File: src/rtl/loader_pkg.sv
package loader_pkg;

  typedef enum logic [3:0] {
    ST_MAGIC,
    ST_COUNT,
    ST_CHECK,
    ST_SEG_S,
    ST_SEG_E,
    ST_D_HI,
    ST_D_LO,
    ST_C_HI,
    ST_C_LO,
    ST_TBL,
    ST_T_HI,
    ST_T_LO,
    ST_DONE,
    ST_FAIL
  } load_state_t;

  // One byte of CRC-16, MSB first, bit-serial form
  function automatic logic [15:0] crc16_step(input logic [15:0] crc,
                                             input logic [7:0]  b,
                                             input logic [15:0] poly);
    logic [15:0] c;
    c = crc;
    for (int i = 7; i >= 0; i--) begin
      if (c[15] ^ b[i]) c = {c[14:0], 1'b0} ^ poly;
      else              c = {c[14:0], 1'b0};
    end
    return c;
  endfunction

endpackage

File: src/rtl/loader_crc.sv
module loader_crc #(
  parameter logic [15:0] CRC_INIT = 16'hFFFF,
  parameter logic [15:0] CRC_POLY = 16'h1021
) (
  input  logic        clk,
  input  logic        rst_n,
  input  logic        restart,
  input  logic        update,
  input  logic [7:0]  din,
  output logic [15:0] crc
);
  import loader_pkg::*;

  always_ff @(posedge clk) begin
    if (!rst_n)       crc <= CRC_INIT;
    else if (restart) crc <= crc16_step(CRC_INIT, din, CRC_POLY);
    else if (update)  crc <= crc16_step(crc, din, CRC_POLY);
  end
endmodule

File: src/rtl/loader_addr.sv
module loader_addr #(
  parameter int ADDR_W = 16,
  localparam int PAGE_W = ADDR_W - 8
) (
  input  logic              clk,
  input  logic              rst_n,
  input  logic              load,
  input  logic              step,
  input  logic [PAGE_W-1:0] start_pg,
  input  logic [PAGE_W-1:0] end_pg,
  output logic [ADDR_W-1:0] addr,
  output logic [ADDR_W-1:0] first_addr,
  output logic [ADDR_W-1:0] last_addr,
  output logic              at_end
);
  logic [PAGE_W-1:0] s_q, e_q;

  always_ff @(posedge clk) begin
    if (!rst_n) begin
      addr <= '0;
      s_q  <= '0;
      e_q  <= '0;
    end else if (load) begin
      addr <= {start_pg, 8'h00};
      s_q  <= start_pg;
      e_q  <= end_pg;
    end else if (step) begin
      addr <= addr + 1'b1;
    end
  end

  assign first_addr = {s_q, 8'h00};
  assign last_addr  = {e_q, 8'hFF};
  assign at_end     = (addr == last_addr);
endmodule

File: src/rtl/loader_ctrl.sv
module loader_ctrl #(
  parameter logic [7:0] MAGIC     = 8'hA8,
  parameter int         TABLE_LEN = 48,
  parameter int         ADDR_W    = 16,
  localparam int        IDX_W     = $clog2(TABLE_LEN)
) (
  input  logic              clk,
  input  logic              rst_n,
  input  logic [7:0]        in_data,
  input  logic              in_valid,
  output logic              in_ready,
  input  logic [15:0]       crc_now,
  output logic              crc_restart,
  output logic              crc_update,
  input  logic [ADDR_W-1:0] addr_now,
  input  logic              at_end,
  output logic              addr_load,
  output logic              addr_step,
  output logic [7:0]        start_pg,
  output logic              wr_en,
  output logic [ADDR_W-1:0] wr_addr,
  output logic [15:0]       wr_data,
  output logic              tbl_we,
  output logic [IDX_W-1:0]  tbl_idx,
  output logic [7:0]        tbl_byte,
  output logic              done,
  output logic              error,
  output logic              accept,
  output logic              fault
);
  import loader_pkg::*;

  localparam logic [IDX_W-1:0] LAST_IDX = IDX_W'(TABLE_LEN - 1);

  load_state_t      state, state_nxt;
  logic [7:0]       seg_left;
  logic [7:0]       hold;
  logic [IDX_W-1:0] idx;
  logic             crc_match;

  assign in_ready  = (state != ST_DONE) && (state != ST_FAIL);
  assign accept    = in_valid && in_ready;
  assign crc_match = ({hold, in_data} == crc_now);
  assign done      = (state == ST_DONE);
  assign error     = (state == ST_FAIL);

  always_comb begin
    fault = 1'b0;
    if (accept) begin
      case (state)
        ST_MAGIC: fault = (in_data != MAGIC);
        ST_CHECK: fault = (in_data != ~seg_left);
        ST_SEG_E: fault = (in_data < start_pg);
        ST_C_LO:  fault = !crc_match;
        ST_T_LO:  fault = !crc_match;
        default:  fault = 1'b0;
      endcase
    end
  end

  assign crc_restart = accept && ((state == ST_SEG_S) ||
                                  (state == ST_TBL && idx == '0));
  assign crc_update  = accept && ((state == ST_SEG_E) || (state == ST_D_HI) ||
                                  (state == ST_D_LO) ||
                                  (state == ST_TBL && idx != '0));
  assign addr_load   = accept && (state == ST_SEG_E) && !fault;
  assign addr_step   = accept && (state == ST_D_LO);

  always_comb begin
    state_nxt = state;
    if (fault) begin
      state_nxt = ST_FAIL;
    end else if (accept) begin
      case (state)
        ST_MAGIC: state_nxt = ST_COUNT;
        ST_COUNT: state_nxt = ST_CHECK;
        ST_CHECK: state_nxt = (seg_left == 8'd0) ? ST_TBL : ST_SEG_S;
        ST_SEG_S: state_nxt = ST_SEG_E;
        ST_SEG_E: state_nxt = ST_D_HI;
        ST_D_HI:  state_nxt = ST_D_LO;
        ST_D_LO:  state_nxt = at_end ? ST_C_HI : ST_D_HI;
        ST_C_HI:  state_nxt = ST_C_LO;
        ST_C_LO:  state_nxt = (seg_left == 8'd1) ? ST_TBL : ST_SEG_S;
        ST_TBL:   state_nxt = (idx == LAST_IDX) ? ST_T_HI : ST_TBL;
        ST_T_HI:  state_nxt = ST_T_LO;
        ST_T_LO:  state_nxt = ST_DONE;
        default:  state_nxt = state;
      endcase
    end
  end

  always_ff @(posedge clk) begin
    if (!rst_n) begin
      state    <= ST_MAGIC;
      seg_left <= '0;
      start_pg <= '0;
      hold     <= '0;
      idx      <= '0;
      wr_en    <= 1'b0;
      wr_addr  <= '0;
      wr_data  <= '0;
      tbl_we   <= 1'b0;
      tbl_idx  <= '0;
      tbl_byte <= '0;
    end else begin
      state  <= state_nxt;
      wr_en  <= 1'b0;
      tbl_we <= 1'b0;
      if (accept) begin
        case (state)
          ST_COUNT: seg_left <= in_data;
          ST_SEG_S: start_pg <= in_data;
          ST_D_HI, ST_C_HI, ST_T_HI: hold <= in_data;
          ST_D_LO: begin
            wr_en   <= 1'b1;
            wr_addr <= addr_now;
            wr_data <= {hold, in_data};
          end
          ST_C_LO: seg_left <= seg_left - 8'd1;
          ST_TBL: begin
            tbl_we   <= 1'b1;
            tbl_idx  <= idx;
            tbl_byte <= in_data;
            idx      <= idx + 1'b1;
          end
          default: ;
        endcase
      end
    end
  end
endmodule

File: src/rtl/cart_loader.sv
module cart_loader #(
  parameter logic [7:0]  MAGIC     = 8'hA8,
  parameter int          TABLE_LEN = 48,
  parameter logic [15:0] CRC_INIT  = 16'hFFFF,
  parameter logic [15:0] CRC_POLY  = 16'h1021,
  localparam int         ADDR_W    = 16,
  localparam int         IDX_W     = $clog2(TABLE_LEN)
) (
  input  logic              clk,
  input  logic              rst_n,
  input  logic [7:0]        in_data,
  input  logic              in_valid,
  output logic              in_ready,
  output logic              wr_en,
  output logic [ADDR_W-1:0] wr_addr,
  output logic [15:0]       wr_data,
  output logic              tbl_we,
  output logic [IDX_W-1:0]  tbl_idx,
  output logic [7:0]        tbl_byte,
  output logic              done,
  output logic              error
);
  logic [15:0]       crc_now;
  logic              crc_restart, crc_update;
  logic [ADDR_W-1:0] addr_now, seg_first, seg_last;
  logic              at_end, addr_load, addr_step;
  logic [7:0]        start_pg;
  logic              ev_accept, ev_fault;

  loader_crc #(.CRC_INIT(CRC_INIT), .CRC_POLY(CRC_POLY)) u_crc (
    .clk(clk), .rst_n(rst_n), .restart(crc_restart), .update(crc_update),
    .din(in_data), .crc(crc_now)
  );

  loader_addr #(.ADDR_W(ADDR_W)) u_addr (
    .clk(clk), .rst_n(rst_n), .load(addr_load), .step(addr_step),
    .start_pg(start_pg), .end_pg(in_data), .addr(addr_now),
    .first_addr(seg_first), .last_addr(seg_last), .at_end(at_end)
  );

  loader_ctrl #(.MAGIC(MAGIC), .TABLE_LEN(TABLE_LEN), .ADDR_W(ADDR_W)) u_ctrl (
    .clk(clk), .rst_n(rst_n), .in_data(in_data), .in_valid(in_valid),
    .in_ready(in_ready), .crc_now(crc_now), .crc_restart(crc_restart),
    .crc_update(crc_update), .addr_now(addr_now), .at_end(at_end),
    .addr_load(addr_load), .addr_step(addr_step), .start_pg(start_pg),
    .wr_en(wr_en), .wr_addr(wr_addr), .wr_data(wr_data), .tbl_we(tbl_we),
    .tbl_idx(tbl_idx), .tbl_byte(tbl_byte), .done(done), .error(error),
    .accept(ev_accept), .fault(ev_fault)
  );
endmodule

File: config.mk
export PLATFORM = sky130hd
export DESIGN_NAME = cart_loader
export DESIGN_NICKNAME = d
export VERILOG_FILES = /design/src/rtl/loader_pkg.sv /design/src/rtl/loader_crc.sv /design/src/rtl/loader_addr.sv /design/src/rtl/loader_ctrl.sv /design/src/rtl/cart_loader.sv
export SDC_FILE = /design/constraint.sdc
export NUM_CORES = 1
export LEC_CHECK = 0
export ABC_AREA = 0
export BUFFER_PORTS_ARGS = -buffer_cell sky130_fd_sc_hd__buf_2
export CORE_ASPECT_RATIO = 0.6
export CORE_UTILIZATION = 50
export CTS_CLUSTER_SIZE = 16
export DETAILED_ROUTE_END_ITERATION = 7
export GPL_TIMING_DRIVEN = 0
export HOLD_SLACK_MARGIN = 0.12
export PLACE_DENSITY = 0.81
export SYNTH_ARGS = -nofsm -noshare
export SYNTH_HDL_FRONTEND = slang
export SYNTH_HIERARCHICAL = 1
export SYNTH_SLANG_ARGS = --single-unit
File: constraint.sdc
create_clock -name clk -period 3.78 [get_ports clk]
set_input_delay 0.567 -clock clk [delete_from_list [all_inputs] [get_ports clk]]
set_output_delay 0.567 -clock clk [all_outputs]
set_load 0.02 [all_outputs]
==> impl_summary.txt <==
----------------------------------------------------
[STA]
  Worst setup margin ... 0.1768 ns
  Final period demand of the worst path ... 3.603 ns
  Maximum clock skew at final layout ... 0.008153 ns
  Slew of the pin with the lowest slew margin ... 0.9290 ns
  Count of endpoints failing hold in the final timing report ... 0
  Setup repair after global routing missed its margin ... false
  Smallest hold slack ... 0.4604 ns
  Fraction of the cycle the final worst path needs ... 95.32%
  Final setup violation count ... 0
  Remaining max-slew budget at the tightest pin ... 37.84%
  Maximum clock frequency ... 0.2775 GHz
  Pins Over Slew Limit ... 0

[CTS]
  Total of cells resized after clock tree synthesis ... 0
  Number of buffers on the longest clock path ... 2
  H-tree levels ... 4
  # hold bufs at CTS ... 0
  Clock-pin slew reported for the worst setup and hold paths after clock tree synthesis ... 0.06 ns
  CTS Root Buffer Type ... sky130_fd_sc_hd__clkbuf_16
  Worst skew pair latency ... 0.42 ns
  Clock tree from TritonCTS ... yes
  Total clock buffers created by CTS ... 17
  Post-CTS Repair Setup Buffers ... 0
  CTS Sinks ... 122

[Setup path]
  Maximum cell stage delay along the critical path ... 0.57 ns
  Startpoint-to-endpoint class of the critical path ... register to register
  Crit path top cell by count ... sky130_fd_sc_hd__clkbuf_1
  WP data arrival ... 3.90 ns
  Highest-delay cell along the critical path ... sky130_fd_sc_hd__or4b_1
  Critical path fanouts, max ... 10
  Family with the most delay on the worst path ... simple AND/OR/NAND/NOR gates
  Element type at the critical path start ... register
  FF-to-FF setup slack ... 0.18 ns
  Data required time at the worst endpoint ... 4.08 ns
  Worst-path cell chain ... or4b_1 -> buf_2 -> o21a_1 -> a211oi_2 -> nand4_1 -> a221oi_2 -> and3_1 -> clkbuf_1 -> clkbuf_1 -> inv_1 -> nand2_1 -> nor2_1
  Endpoint kind of the worst setup timing path ... register
  Number of buffers and inverters on the critical path ... 4

[Finish]
  Multi-input gate area ... 0.003811 mm2
  Number of fill cells in the layout ... 1081
  Design Area, Final ... 0.007690 mm2
  Number of antenna repair diodes ... 0
  Total number of nets in the final design ... 910
  Post-layout utilization of the core ... 61.96%
  Flip-flop and latch area ... 0.002442 mm2
  Proportion of layout cells with a drive suffix above 1 ... 12.44%
  Area growth from synthesis to layout ... 17.16%

[Route]
  Antenna Violating Nets Remaining ... 0
  Remaining design rule violation count ... 0
  Total Routed Length ... 18.68 mm
  Count of vias placed by the detailed router ... 6222
  Average routed wire per standard cell ... 17.54 um
  Routed vias/inst ... 5.842
  Violation count after the first detailed-route iteration ... 564
  First-pass iteration count of the detailed router ... 5

[Floorplanning]
  Row Count ... 31
  Die width ... 149.9 um
  Initial core utilization ... 52.88%
  Core area ... 0.01241 mm2
  Die height ... 90.75 um
  # IOs ... 62
  Die footprint ... 0.01360 mm2

[GRT]
  Via count of the first global-routing pass ... 5704
  Total grt overflow ... 0
  Total routing usage reported by global routing ... 28.28%
  Global-route wire length before repair ... 29.95 mm
  Largest net degree at the start of global routing ... 17
  Number of antenna violations at the first check in global routing ... 1

[Yosys]
  Synthesized Nets ... 831
  Syn Std Cell Area ... 0.006564 mm2
  Number of standard cells after synthesis ... 808
  Synthesized area per cell ... 8.124 um2
  Yosys warns ... 6

[Placed design]
  Placement-stage worst setup slack ... -0.002778 ns
  Total of buffers placed on input and output ports ... 60
  Placed Area ... 0.007071 mm2
  Post-DP HPWL ... 13.14 mm
  Global placer's final weighted congestion ... 0.9507

[Pwr]
  Power share of the clock group ... 48.1%
  Switching power share of the total ... 27.41%
  Proportion of power drawn by combinational gates ... 13.2%
  Static leakage ... 2.903 nW
  Overall power after layout ... 0.003556 W
  Switching power summed over all nets ... 0.0009745 W
  Power per Cell Area ... 462.4 mW/mm2
  P_int ... 0.002581 W
  Worst IR Drop VDD ... 0.2621 mV
  Sequential group share of total power ... 38.7%

[Job]
  MaxCap Viol Count ... 0

[Min path]
  Class of the tightest hold or removal check ... register to register

[Status]
  Result of the run ... finished, final reports clean

----------------------------------------------------
-- cell usage in the layout (no fill, tap or decap), types with 4 or more instances in the layout --
master                      count
sky130_fd_sc_hd__nand2_1      141
sky130_fd_sc_hd__dfxtp_1      122
sky130_fd_sc_hd__buf_2         66
sky130_fd_sc_hd__clkbuf_1      50
sky130_fd_sc_hd__a21boi_0      50
sky130_fd_sc_hd__o21ai_0       39
sky130_fd_sc_hd__nor2_1        38
sky130_fd_sc_hd__a21oi_1       34
sky130_fd_sc_hd__xor2_1        34
sky130_fd_sc_hd__nor2b_1       32
sky130_fd_sc_hd__xnor2_1       28
sky130_fd_sc_hd__mux2i_1       24
sky130_fd_sc_hd__inv_1         20
sky130_fd_sc_hd__clkbuf_16     17
sky130_fd_sc_hd__nor3_1        17
sky130_fd_sc_hd__nand4_1       13
sky130_fd_sc_hd__and2_1        13
sky130_fd_sc_hd__ha_1          12
sky130_fd_sc_hd__nor4_1        11
sky130_fd_sc_hd__nand2b_1       9
sky130_fd_sc_hd__a31oi_1        8
sky130_fd_sc_hd__and3_1         8
sky130_fd_sc_hd__nand3_1        7
sky130_fd_sc_hd__or3_1          6
sky130_fd_sc_hd__o211ai_1       5
sky130_fd_sc_hd__o22ai_1        5
sky130_fd_sc_hd__o31ai_1        5
sky130_fd_sc_hd__nand4_2        4
sky130_fd_sc_hd__nor3b_1        4
sky130_fd_sc_hd__nand3b_1       4
-- metrics by stage --
stage,instances,setup TNS (ns)
final,1065,0
after CTS,1065,0
after floorplan,808,0
after global placement,1033,0
after detailed placement,1033,-0.004152
after global routing,1065,0
-- sequential cells by signal, indices dropped and copies added (netlist names) --
name	flops
u_ctrl/wr_addr	16
u_ctrl/tbl_we	1
u_ctrl/tbl_byte	8
u_crc/crc	16
u_ctrl/state	4
u_ctrl/start_pg	8
u_ctrl/hold	8
u_ctrl/wr_data	16
u_ctrl/idx	6
u_ctrl/wr_en	1
u_addr/e_q	8
u_ctrl/seg_left	8
u_ctrl/tbl_idx	6
u_addr/addr	16
-- path summary, 6_finish.rpt --
| check | startpoint | to | depth (start not counted) |
|---|---|---|---|
| worst max-delay path | u_ctrl/state[3] | u_addr/addr[2] | 12 |
| worst min-delay path | u_ctrl/wr_data[8] | u_ctrl/wr_data[8] | 2 |
| worst min register to register | u_ctrl/wr_data[8] | u_ctrl/wr_data[8] | 2 |
| worst max register to register | u_ctrl/state[3] | u_addr/addr[2] | 12 |
-- power groups by stage --
| stage | Sequential (W) | Combinational (W) | Clock (W) |
|---|---|---|---|
| 6_report | 0.00138 | 0.000469 | 0.00171 |
| 5_1_grt | 0.00138 | 0.000512 | 0.00178 |
| 4_1_cts | 0.00137 | 0.000455 | 0.00172 |
| 3_5_place_dp | 0.00140 | 0.000449 | 0 |
| 3_3_place_gp | 0.00140 | 0.000439 | 0 |
| 2_1_floorplan | 0.00139 | 0.000339 | 0 |
-- routing by layer --
metal | global-route usage, % | vias to the layer above | wire (um)
met5 | 0 | - | 0
met4 | 9.259 | 0 | 274
met1 | 40.70 | 2918 | 8883
li1 | - | 2966 | -
met3 | 7.222 | 28 | 1917
met2 | 40.55 | 310 | 7606
-- final cells by class --
| class | count | share of cell area, % |
|---|---|---|
| Tap cell | 165 | 2.685 |
| Buffer | 59 | 3.010 |
| Clock buffer | 19 | 5.890 |
| Inverter | 21 | 1.025 |
| Timing Repair Buffer | 60 | 3.905 |
| Multi-Input combinational cell | 606 | 49.56 |
| Clock inverter | 13 | 2.164 |
| Sequential cell | 122 | 31.76 |
-- worst min-delay path, delay by kind of cell (launching register included) --
family | cells | cell delay, ns
DFF | 1 | 0.30
AOI/OAI and AO/OA | 1 | 0.06
and+or+nand+nor | 1 | 0.04
No activity file was read; power rests on OpenSTA's default activity.
